**src/rtl/sertx_pkg.sv**
```systemverilog
package sertx_pkg;
    typedef enum logic [1:0] {
        ST_IDLE  = 2'd0,
        ST_START = 2'd1,
        ST_DATA  = 2'd2,
        ST_STOP  = 2'd3
    } frame_state_e;
endpackage

```
**src/rtl/sertx_bus_port.sv**
```systemverilog
module sertx_bus_port #(
    parameter int          ADDR_W    = 16,
    parameter int          DATA_W    = 8,
    parameter logic [15:0] TX_ADDR   = 16'hFFFF,
    parameter logic [15:0] STAT_ADDR = 16'hFFFE
) (
    input  logic              clk,
    input  logic              rst_n,
    input  logic [ADDR_W-1:0] bus_addr,
    input  logic [DATA_W-1:0] bus_wdata,
    input  logic              bus_wr,
    input  logic              bus_rd,
    input  logic              busy,
    output logic              load,
    output logic [DATA_W-1:0] load_byte,
    output logic [DATA_W-1:0] bus_rdata
);
    typedef struct packed {
        logic [DATA_W-1:0] rdata;
    } port_reg_t;

    port_reg_t r_q, r_d;
    logic      rd_stat;

    always_comb begin
        r_d       = r_q;
        rd_stat   = bus_rd && (bus_addr == ADDR_W'(STAT_ADDR));
        load      = bus_wr && (bus_addr == ADDR_W'(TX_ADDR)) && !busy;
        load_byte = bus_wdata;
        if (rd_stat) begin
            r_d.rdata = {{(DATA_W-1){1'b0}}, busy};
        end else begin
            r_d.rdata = '0;
        end
    end

    always_ff @(posedge clk) begin
        if (!rst_n) begin
            r_q <= '0;
        end else begin
            r_q <= r_d;
        end
    end

    assign bus_rdata = r_q.rdata;


    rdata_idle_chk: assert property (@(posedge clk) disable iff (!rst_n)
        !$past(rd_stat) |-> (bus_rdata == '0));


    rdata_busy_chk: assert property (@(posedge clk) disable iff (!rst_n)
        rd_stat |=> (bus_rdata[0] == $past(busy)));
endmodule

```
**src/rtl/sertx_baud_timer.sv**
```systemverilog
module sertx_baud_timer #(
    parameter int CLKS_PER_BIT = 4,
    localparam int CNT_W = (CLKS_PER_BIT > 1) ? $clog2(CLKS_PER_BIT) : 1
) (
    input  logic clk,
    input  logic rst_n,
    input  logic restart,
    input  logic run,
    output logic bit_end
);
    typedef struct packed {
        logic [CNT_W-1:0] cnt;
    } timer_reg_t;

    timer_reg_t t_q, t_d;
    logic       at_last;

    always_comb begin
        t_d     = t_q;
        at_last = (t_q.cnt == CNT_W'(CLKS_PER_BIT - 1));
        bit_end = run && at_last && !restart;
        if (restart) begin
            t_d.cnt = '0;
        end else if (run) begin
            t_d.cnt = at_last ? '0 : t_q.cnt + 1'b1;
        end
    end

    always_ff @(posedge clk) begin
        if (!rst_n) begin
            t_q <= '0;
        end else begin
            t_q <= t_d;
        end
    end


    cnt_range_chk: assert property (@(posedge clk) disable iff (!rst_n)
        t_q.cnt <= CNT_W'(CLKS_PER_BIT - 1));


    restart_zero_chk: assert property (@(posedge clk) disable iff (!rst_n)
        restart |=> (t_q.cnt == '0));
endmodule

```
**src/rtl/sertx_frame_fsm.sv**
```systemverilog
module sertx_frame_fsm
    import sertx_pkg::*;
#(
    parameter int DATA_W = 8,
    localparam int IDX_W = (DATA_W > 1) ? $clog2(DATA_W) : 1
) (
    input  logic              clk,
    input  logic              rst_n,
    input  logic              load,
    input  logic [DATA_W-1:0] load_byte,
    input  logic              bit_end,
    output logic              busy,
    output logic              tx
);
    typedef struct packed {
        frame_state_e      state;
        logic [DATA_W-1:0] sh;
        logic [IDX_W-1:0]  idx;
        logic              tx;
    } fsm_reg_t;

    fsm_reg_t f_q, f_d;

    always_comb begin
        f_d = f_q;
        unique case (f_q.state)
            ST_IDLE: begin
                f_d.tx = 1'b1;
                if (load) begin
                    f_d.state = ST_START;
                    f_d.sh    = load_byte;
                    f_d.tx    = 1'b0;
                end
            end
            ST_START: begin
                if (bit_end) begin
                    f_d.state = ST_DATA;
                    f_d.idx   = '0;
                    f_d.tx    = f_q.sh[0];
                end
            end
            ST_DATA: begin
                if (bit_end) begin
                    if (f_q.idx == IDX_W'(DATA_W - 1)) begin
                        f_d.state = ST_STOP;
                        f_d.tx    = 1'b1;
                    end else begin
                        f_d.idx = f_q.idx + 1'b1;
                        f_d.sh  = f_q.sh >> 1;
                        f_d.tx  = f_q.sh[1];
                    end
                end
            end
            ST_STOP: begin
                if (bit_end) begin
                    f_d.state = ST_IDLE;
                    f_d.tx    = 1'b1;
                end
            end
            default: f_d.state = ST_IDLE;
        endcase
    end

    always_ff @(posedge clk) begin
        if (!rst_n) begin
            f_q.state <= ST_IDLE;
            f_q.sh    <= '0;
            f_q.idx   <= '0;
            f_q.tx    <= 1'b1;
        end else begin
            f_q <= f_d;
        end
    end

    assign busy = (f_q.state != ST_IDLE);
    assign tx   = f_q.tx;


    start_low_chk: assert property (@(posedge clk) disable iff (!rst_n)
        (load && !busy) |=> (!tx && busy));


    idle_high_chk: assert property (@(posedge clk) disable iff (!rst_n)
        (f_q.state == ST_IDLE) |-> tx);


    hold_bits_chk: assert property (@(posedge clk) disable iff (!rst_n)
        (busy && !bit_end) |=> $stable(tx));
endmodule

```
**src/rtl/mmio_serial_tx.sv**
```systemverilog
module mmio_serial_tx #(
    parameter int          ADDR_W       = 16,
    parameter int          DATA_W       = 8,
    parameter int          CLKS_PER_BIT = 4,
    parameter logic [15:0] TX_ADDR      = 16'hFFFF,
    parameter logic [15:0] STAT_ADDR    = 16'hFFFE
) (
    input  logic              clk,
    input  logic              rst_n,
    input  logic [ADDR_W-1:0] bus_addr,
    input  logic [DATA_W-1:0] bus_wdata,
    input  logic              bus_wr,
    input  logic              bus_rd,
    output logic [DATA_W-1:0] bus_rdata,
    output logic              tx_line
);
    logic              busy;
    logic              load;
    logic [DATA_W-1:0] load_byte;
    logic              bit_end;

    sertx_bus_port #(
        .ADDR_W   (ADDR_W),
        .DATA_W   (DATA_W),
        .TX_ADDR  (TX_ADDR),
        .STAT_ADDR(STAT_ADDR)
    ) u_port (
        .clk      (clk),
        .rst_n    (rst_n),
        .bus_addr (bus_addr),
        .bus_wdata(bus_wdata),
        .bus_wr   (bus_wr),
        .bus_rd   (bus_rd),
        .busy     (busy),
        .load     (load),
        .load_byte(load_byte),
        .bus_rdata(bus_rdata)
    );

    sertx_baud_timer #(
        .CLKS_PER_BIT(CLKS_PER_BIT)
    ) u_timer (
        .clk    (clk),
        .rst_n  (rst_n),
        .restart(load),
        .run    (busy),
        .bit_end(bit_end)
    );

    sertx_frame_fsm #(
        .DATA_W(DATA_W)
    ) u_fsm (
        .clk      (clk),
        .rst_n    (rst_n),
        .load     (load),
        .load_byte(load_byte),
        .bit_end  (bit_end),
        .busy     (busy),
        .tx       (tx_line)
    );


    no_load_busy_chk: assert property (@(posedge clk) disable iff (!rst_n)
        busy |-> !load);
endmodule

```
**config.mk**
```make
export PLATFORM = sky130hd
export DESIGN_NAME = mmio_serial_tx
export DESIGN_NICKNAME = d
export VERILOG_FILES = /design/src/rtl/sertx_pkg.sv /design/src/rtl/sertx_bus_port.sv /design/src/rtl/sertx_baud_timer.sv /design/src/rtl/sertx_frame_fsm.sv /design/src/rtl/mmio_serial_tx.sv
export SDC_FILE = /design/constraint.sdc
export NUM_CORES = 1
export LEC_CHECK = 0
export ABC_AREA = 0
export BUFFER_PORTS_ARGS = -buffer_cell sky130_fd_sc_hd__buf_2
export CORE_MARGIN = 4
export CORE_UTILIZATION = 35
export CTS_BUF_LIST = sky130_fd_sc_hd__clkbuf_16
export DETAILED_ROUTE_END_ITERATION = 10
export PLACE_DENSITY = 0.69
export SYNTH_ARGS = -nofsm -noshare
export SYNTH_HDL_FRONTEND = slang
export SYNTH_SLANG_ARGS = --single-unit
```
**constraint.sdc**
```tcl
create_clock -name clk -period 2.19 [get_ports clk]
set_input_delay 0.3285 -clock clk [delete_from_list [all_inputs] [get_ports clk]]
set_output_delay 0.3285 -clock clk [all_outputs]
set_load 0.005 [all_outputs]
```
# After elaboration in Yosys (flattened, before gate mapping)
# Index checks and enable logic that the tools add are counted.
dict set report op_classes {
  addsub 2
  n_lt_le_gt_ge 0
  n_reduce_logical 17
  n_mul 0
  n_eq_ne 13
  n_div 0
  n_shift 0
  n_mux 15
  bitwise_logic 1
}
# cell n
set op_table {}
lappend op_table {{$eq 16x16->1 const B} 2}
lappend op_table {{$pmux 8 s2} 1}
lappend op_table {{$mux 14} 1}
lappend op_table {{$mux 11} 1}
lappend op_table {{$mux 10} 1}
lappend op_table {{$ne 2x2->1 const B} 5}
lappend op_table {{$mux 2} 4}
lappend op_table {{$pmux 2 s4} 1}
lappend op_table {{$reduce_and 4->1} 2}
lappend op_table {{$eq 2x2->1 const B} 3}
lappend op_table {{$pmux 3 s2} 1}
lappend op_table {{$reduce_bool 2->1} 3}
lappend op_table {{$logic_and 1x1->1} 5}
lappend op_table {{$reduce_and 5->1} 1}
lappend op_table {{$mux 4} 1}
lappend op_table {{$pmux 1 s4} 1}
lappend op_table {{$add 3x1->3 const B} 1}
lappend op_table {{$eq 3x3->1 const B} 1}
lappend op_table {{$mux 1} 3}
lappend op_table {{$reduce_and 3->1} 1}
lappend op_table {{$add 2x1->2 const B} 1}
lappend op_table {{$eq 2x1->1 const B} 1}
lappend op_table {{$logic_not 1->1} 2}
lappend op_table {{$logic_not 2->1} 1}
lappend op_table {{4 further kinds} 4}
dict set report word_totals {
  romBits 0
  ram_bits 0
  out_inout_bits 9
  regBits 24
  latch_bits 0
  n_memories 0
  wordCells 55
  in_bits 28
}

# Longest topological paths before layout
dict set report depth {
  depth_word 7
  mapped_depth 8
  mapped_depth_nobuf 6
}

# By module
# A second synthesis with hierarchy kept.
dict set report unflattened {
  cells_unflattened 119
  hier_area_um2 1088.5
}
# module cells_per_inst n_inst area_each_um2
set by_module_without_submodules {}
lappend by_module_without_submodules {sertx_frame_fsm 83 1 793.3}
lappend by_module_without_submodules {sertx_bus_port 25 1 191.4}
lappend by_module_without_submodules {sertx_baud_timer 11 1 103.8}

# Worst setup path before layout
# No wires, ideal clock.
dict set report synth_path {
  path_kind {register to register}
  start {register u_fsm.f_q[12] (netlist name)}
  end {register u_fsm.f_q[10] (netlist name)}
  setup_slack_ns 0.593
  path_stages_with_launch 8
  t_required_ns 2.118
  period_less_slack_ns 1.597
  path_buffers 1
  t_arrival_ns 1.525
  setup_time_ns 0.072
  path_cell_list {dfxtp_1 inv_1 ha_1 buf_2 nor2b_1 and2_1 a21oi_4 mux2i_1}
}
dict set report synth_via {
  elab_chain_cells 7
}
# element line_no
set synth_lines {}
lappend synth_lines {{from (decl)} sertx_frame_fsm.sv:22} ;# fsm_reg_t f_q, f_d;
lappend synth_lines {{$reduce_bool 2->1} sertx_frame_fsm.sv:75} ;# assign busy = (f_q.state != ST_IDLE);
lappend synth_lines {{$logic_not 1->1} sertx_bus_port.sv:28} ;# load = bus_wr && (bus_addr == ADDR_W'(TX_ADDR)) && !busy;
lappend synth_lines {{$logic_and 1x1->1} sertx_bus_port.sv:28}
lappend synth_lines {{$logic_not 1->1} sertx_baud_timer.sv:21} ;# bit_end = run && at_last && !restart;
lappend synth_lines {{$logic_and 1x1->1} sertx_baud_timer.sv:21}
lappend synth_lines {{$ne 2x2->1 (no source line)} -}
lappend synth_lines {{$reduce_and 4->1 (no source line)} -}
# Parallel ways exist; a longest one is shown, timed or not.
# A chain may end at the register's enable or synchronous reset.

# Worst setup path in the final report
dict set report layout_path {
  start {register u_fsm.f_q[12] (netlist name)}
  end {register u_fsm.f_q[7] (netlist name)}
}
# The elaborated chain is that of the path after synthesis.

==> flow_summary.html <==
<table>
<tr><th>Metric</th><th>Value</th></tr>
<tr><th colspan="2">Route</th></tr>
<tr><td>DRC viols</td><td>0</td></tr>
<tr><td>1st-iter DRT viols</td><td>18</td></tr>
<tr><td>Post-detailed-route count of antenna-violating nets</td><td>0</td></tr>
<tr><td>Pre-Repair DR Iteration Count</td><td>4</td></tr>
<tr><td>Vias per cell</td><td>a little under 5</td></tr>
<tr><td>Routed wire length</td><td>between 2 and 2.5 mm</td></tr>
<tr><td>Vias after detailed routing</td><td>slightly below 1000</td></tr>
<tr><td>WL/cell</td><td>12.33 um</td></tr>
<tr><th colspan="2">Timing</th></tr>
<tr><td>Final setup violation count</td><td>0</td></tr>
<tr><td>Final clock period utilization by the worst path</td><td>0.8376</td></tr>
<tr><td>Total count of max-transition violations in the final report</td><td>0</td></tr>
<tr><td>Max Freq</td><td>0.5452 GHz</td></tr>
<tr><td>Clock tree skew after final layout</td><td>between 0.002 and 0.0025 ns</td></tr>
<tr><td>Period minus WS final</td><td>1.834 ns</td></tr>
<tr><td>Final TNS setup</td><td>0 ns</td></tr>
<tr><td>Setup repair after global routing missed its margin</td><td>false</td></tr>
<tr><td>Final Hold Violating Endpoints</td><td>0</td></tr>
<tr><th colspan="2">Clock network</th></tr>
<tr><td>Latest clock arrival within the worst-skew pair</td><td>~0.25 ns</td></tr>
<tr><td>Count of hold buffers inserted by post-cts repair</td><td>0</td></tr>
<tr><td>Number of buffers added for setup after CTS</td><td>0</td></tr>
<tr><td>Clock buffer depth</td><td>2</td></tr>
<tr><td>Clock edge transition at the registers on the reported setup and hold paths</td><td>~0.050 ns</td></tr>
<tr><td>TritonCTS clock tree</td><td>done</td></tr>
<tr><td>Num Clock Sinks</td><td>17</td></tr>
<tr><td>Number of CTS-inserted buffers</td><td>3</td></tr>
<tr><td># resized after CTS</td><td>0</td></tr>
<tr><td>H-tree Lvls</td><td>1</td></tr>
<tr><td>Clock root buffer</td><td>clkbuf_16</td></tr>
<tr><th colspan="2">Critical path</th></tr>
<tr><td>Critical path capture point type</td><td>flop</td></tr>
<tr><td>Setup CP Type</td><td>reg -&gt; reg</td></tr>
<tr><td>Cells on worst reg2reg path</td><td>6</td></tr>
<tr><td>Launching point of the worst reg2reg path</td><td>u_fsm.f_q[12]$_SDFFE_PN0P_</td></tr>
<tr><td>Startpoint type of the worst setup path</td><td>flop</td></tr>
<tr><td>Register-to-register setup slack</td><td>about 0.36 ns</td></tr>
<tr><td>Max FO, Critical Path</td><td>10</td></tr>
<tr><td>Startpoint of the most critical setup path</td><td>u_fsm.f_q[12]$_SDFFE_PN0P_</td></tr>
<tr><td>Critical Path End</td><td>u_fsm.f_q[7]$_SDFFE_PN0P_</td></tr>
<tr><td>Crit path DAT</td><td>approximately 2 ns</td></tr>
<tr><td>FF-to-FF End</td><td>u_fsm.f_q[7]$_SDFFE_PN0P_</td></tr>
<tr><td>Required arrival time at the worst endpoint</td><td>2.37 ns</td></tr>
<tr><th colspan="2">Synthesis</th></tr>
<tr><td>Sequential element share of the synthesized area</td><td>0.3049</td></tr>
<tr><td>Post-synth top area cell</td><td>dfxtp_1</td></tr>
<tr><td>Cell with the most instances after synthesis</td><td>nand2_1</td></tr>
<tr><td>Count of state elements after synthesis</td><td>17</td></tr>
<tr><td>Synthesized instance count</td><td>about 130</td></tr>
<tr><td>Mean post-synth cell area</td><td>around 9 um^2</td></tr>
<tr><td>FFs w/ async S/R, synth</td><td>0</td></tr>
<tr><td>Top flip-flop cell by instance count after synthesis</td><td>dfxtp_1</td></tr>
<tr><td>Number of distinct library cell variants in the gate-level netlist after synthesis</td><td>34</td></tr>
<tr><td>Dominant cells by area after synthesis</td><td>dfxtp_1 (30%), ha_1 (9.0%), mux2i_1 (8.1%)</td></tr>
<tr><td>Area share of the largest cell type after synthesis</td><td>0.3049</td></tr>
<tr><td>Number of enable-type register cells in the synthesized netlist</td><td>0</td></tr>
<tr><td>Leading post-synthesis cells by instance count</td><td>nand2_1 (22), dfxtp_1 (17), mux2i_1 (9)</td></tr>
<tr><td>Synthesized cell area</td><td>approximately 1100 um^2</td></tr>
<tr><td>Synth Warn #</td><td>0</td></tr>
<tr><th colspan="2">Layout</th></tr>
<tr><td>Total area of multi-input combinational cells</td><td>708.2 um^2</td></tr>
<tr><td>Layout cell share with drive strength beyond 1</td><td>0.3182</td></tr>
<tr><td>Net count, final</td><td>approximately 190</td></tr>
<tr><td>Register cell area after layout</td><td>about 340 um^2</td></tr>
<tr><td>Post-synthesis to final-layout area growth</td><td>20.96%</td></tr>
<tr><td>Antenna cell count</td><td>0</td></tr>
<tr><td>Filler cell count in the final layout</td><td>roughly 320</td></tr>
<tr><th colspan="2">Floorplan</th></tr>
<tr><td>Chip Width</td><td>64.47 um</td></tr>
<tr><td>Standard cell core area</td><td>about 3100 um^2</td></tr>
<tr><td>Number of standard-cell rows in the floorplan</td><td>20</td></tr>
<tr><td>Die Height</td><td>roughly 64 um</td></tr>
<tr><td>Effective utilization at floorplan</td><td>0.3656</td></tr>
<tr><td>Area of the die</td><td>4156 um^2</td></tr>
<tr><td>Ports</td><td>37</td></tr>
<tr><th colspan="2">Power</th></tr>
<tr><td>Pwr Density</td><td>between 500 and 600 nW/um^2</td></tr>
<tr><td>VDD IR max</td><td>0.0003114 V</td></tr>
<tr><td>Pwr Total</td><td>between 0.7 and 0.8 mW</td></tr>
<tr><td>Leakage dissipation</td><td>0.6188 nW</td></tr>
<tr><th colspan="2">Global route</th></tr>
<tr><td>Maximum number of pins on one net before global-route repair</td><td>22</td></tr>
<tr><td>Initial antenna violation count</td><td>0</td></tr>
<tr><td>Total Routing Usage GR</td><td>0.1320</td></tr>
<tr><td>GRT overflow</td><td>0</td></tr>
<tr><td>Global-route wire length before repair</td><td>4.340 mm</td></tr>
<tr><td>Number of global-route vias before repair</td><td>slightly below 1000</td></tr>
<tr><th colspan="2">Status</th></tr>
<tr><td>Outcome</td><td>finished, final reports clean</td></tr>
<tr><th colspan="2">Placement</th></tr>
<tr><td>Last weighted congestion value of the routability-driven placer</td><td>between 0.8 and 0.9</td></tr>
<tr><td>Buffers on Ports</td><td>29</td></tr>
<tr><td>Detailed Place HPWL</td><td>roughly 1.9 mm</td></tr>
<tr><th colspan="2">Min path</th></tr>
<tr><td>Classification of the worst-slack hold path</td><td>in -&gt; reg</td></tr>
<tr><td>Instance count along the most critical hold path</td><td>3</td></tr>
<tr><th colspan="2">Run</th></tr>
<tr><td>Max-capacitance violation count</td><td>0</td></tr>
</table>
[final cells by class]
class	instances	area share
multi-input cells	99	0.5246
repair buffers	30	0.1131
clock buffers	3	0.05561
well taps	44	0.04078
flip-flops and latches	17	0.2521
inverters	4	0.01112
clock inverters	1	0.002780
[worst min-delay path by stage]
| stage | from | end | slack (ns) |
|---|---|---|---|
| detailed placement | u_fsm.f_q[10]$_SDFFE_PN0P_ | u_fsm.f_q[10]$_SDFFE_PN0P_ | 0.45 |
| global placement | u_fsm.f_q[8]$_SDFFE_PN0P_ | u_fsm.f_q[8]$_SDFFE_PN0P_ | 0.44 |
| floorplan | u_fsm.f_q[10]$_SDFFE_PN0P_ | u_fsm.f_q[10]$_SDFFE_PN0P_ | 0.43 |
| global route | bus_wdata[7] | u_fsm.f_q[11]$_SDFFE_PN0P_ | 0.36 |
| CTS | bus_wdata[7] | u_fsm.f_q[11]$_SDFFE_PN0P_ | 0.34 |
| finish | bus_wdata[7] | u_fsm.f_q[11]$_SDFFE_PN0P_ | 0.34 |
[where the power goes]
| part | total, mW | switching [mW] | internal [mW] | leakage, nW |
|---|---|---|---|---|
| Clock | 0.368 | 0.125 | 0.243 | 0.0423 |
| Sequential | 0.310 | 0.00000142 | 0.310 | 0.137 |
| Combinational | 0.0507 | 0.0255 | 0.0253 | 0.440 |
| Total | 0.728 | 0.151 | 0.578 | 0.619 |
[worst max-delay path: stages, from the launching register on]
cell and delay (ns):
dfxtp_1 0.38, inv_1 0.10, ha_1 0.36, nor2b_1 0.22, and2_1 0.19, a21oi_4 0.29, mux2i_1 0.23
[metal layers]
metal / up-vias / global-route usage / wire length (um)
met3: 7 / 0.02946 / 159
met2: 34 / 0.2178 / 1238
met5: - / 0 / 0
met1: 443 / 0.1546 / 974
met4: 0 / 0.08179 / 68
li1: 491 / - / -
[cells in the final DEF (no fill, tap or decap), types with 3 or more instances in the layout]
master and n:
nor2_1 3, mux2_2 7, clkbuf_16 3, a21oi_1 8, dfxtp_1 17, nand4_1 5
mux2i_1 9, nand2_1 22, conb_1 7, buf_2 29, inv_1 5, o21ai_0 6
ha_1 8
[flip-flops by register name, indices dropped and copies added, names as in the netlist]
register          flops
u_fsm.f_q            13
u_port.bus_rdata      1
u_fsm.tx              1
u_timer.t_q           2
[kinds of logic (layout without fill, tap and decap cells)]
family | after synthesis | after routing | share of synthesized area
buf+inv | 16 | 38 | 0.08071
flops | 17 | 17 | 0.3049
other cells | 1 | 7 | 0.003360
mux | 16 | 16 | 0.1514
compound gates | 22 | 22 | 0.1312
simple gates | 46 | 46 | 0.2388
fa+ha+maj | 8 | 8 | 0.08969
[per-stage QoR]
| step | instance area [um^2] | hold WS [ns] | cells | util | setup slack (ns) |
|---|---|---|---|---|---|
| final | 1350 | 0.3373 | 198 | 0.4422 | 0.3557 |
| after floorplan | 1139 | 0.4346 | 132 | - | 0.5930 |
| after CTS | 1350 | 0.3377 | 198 | 0.4422 | 0.3479 |
| after global routing | 1350 | 0.3562 | 198 | 0.4422 | 0.2208 |
| after detailed placement | 1271 | 0.4524 | 194 | 0.4164 | 0.3733 |
| after global placement | 1271 | 0.4416 | 194 | 0.4164 | 0.4655 |
No activity file was read; power rests on OpenSTA's default activity.
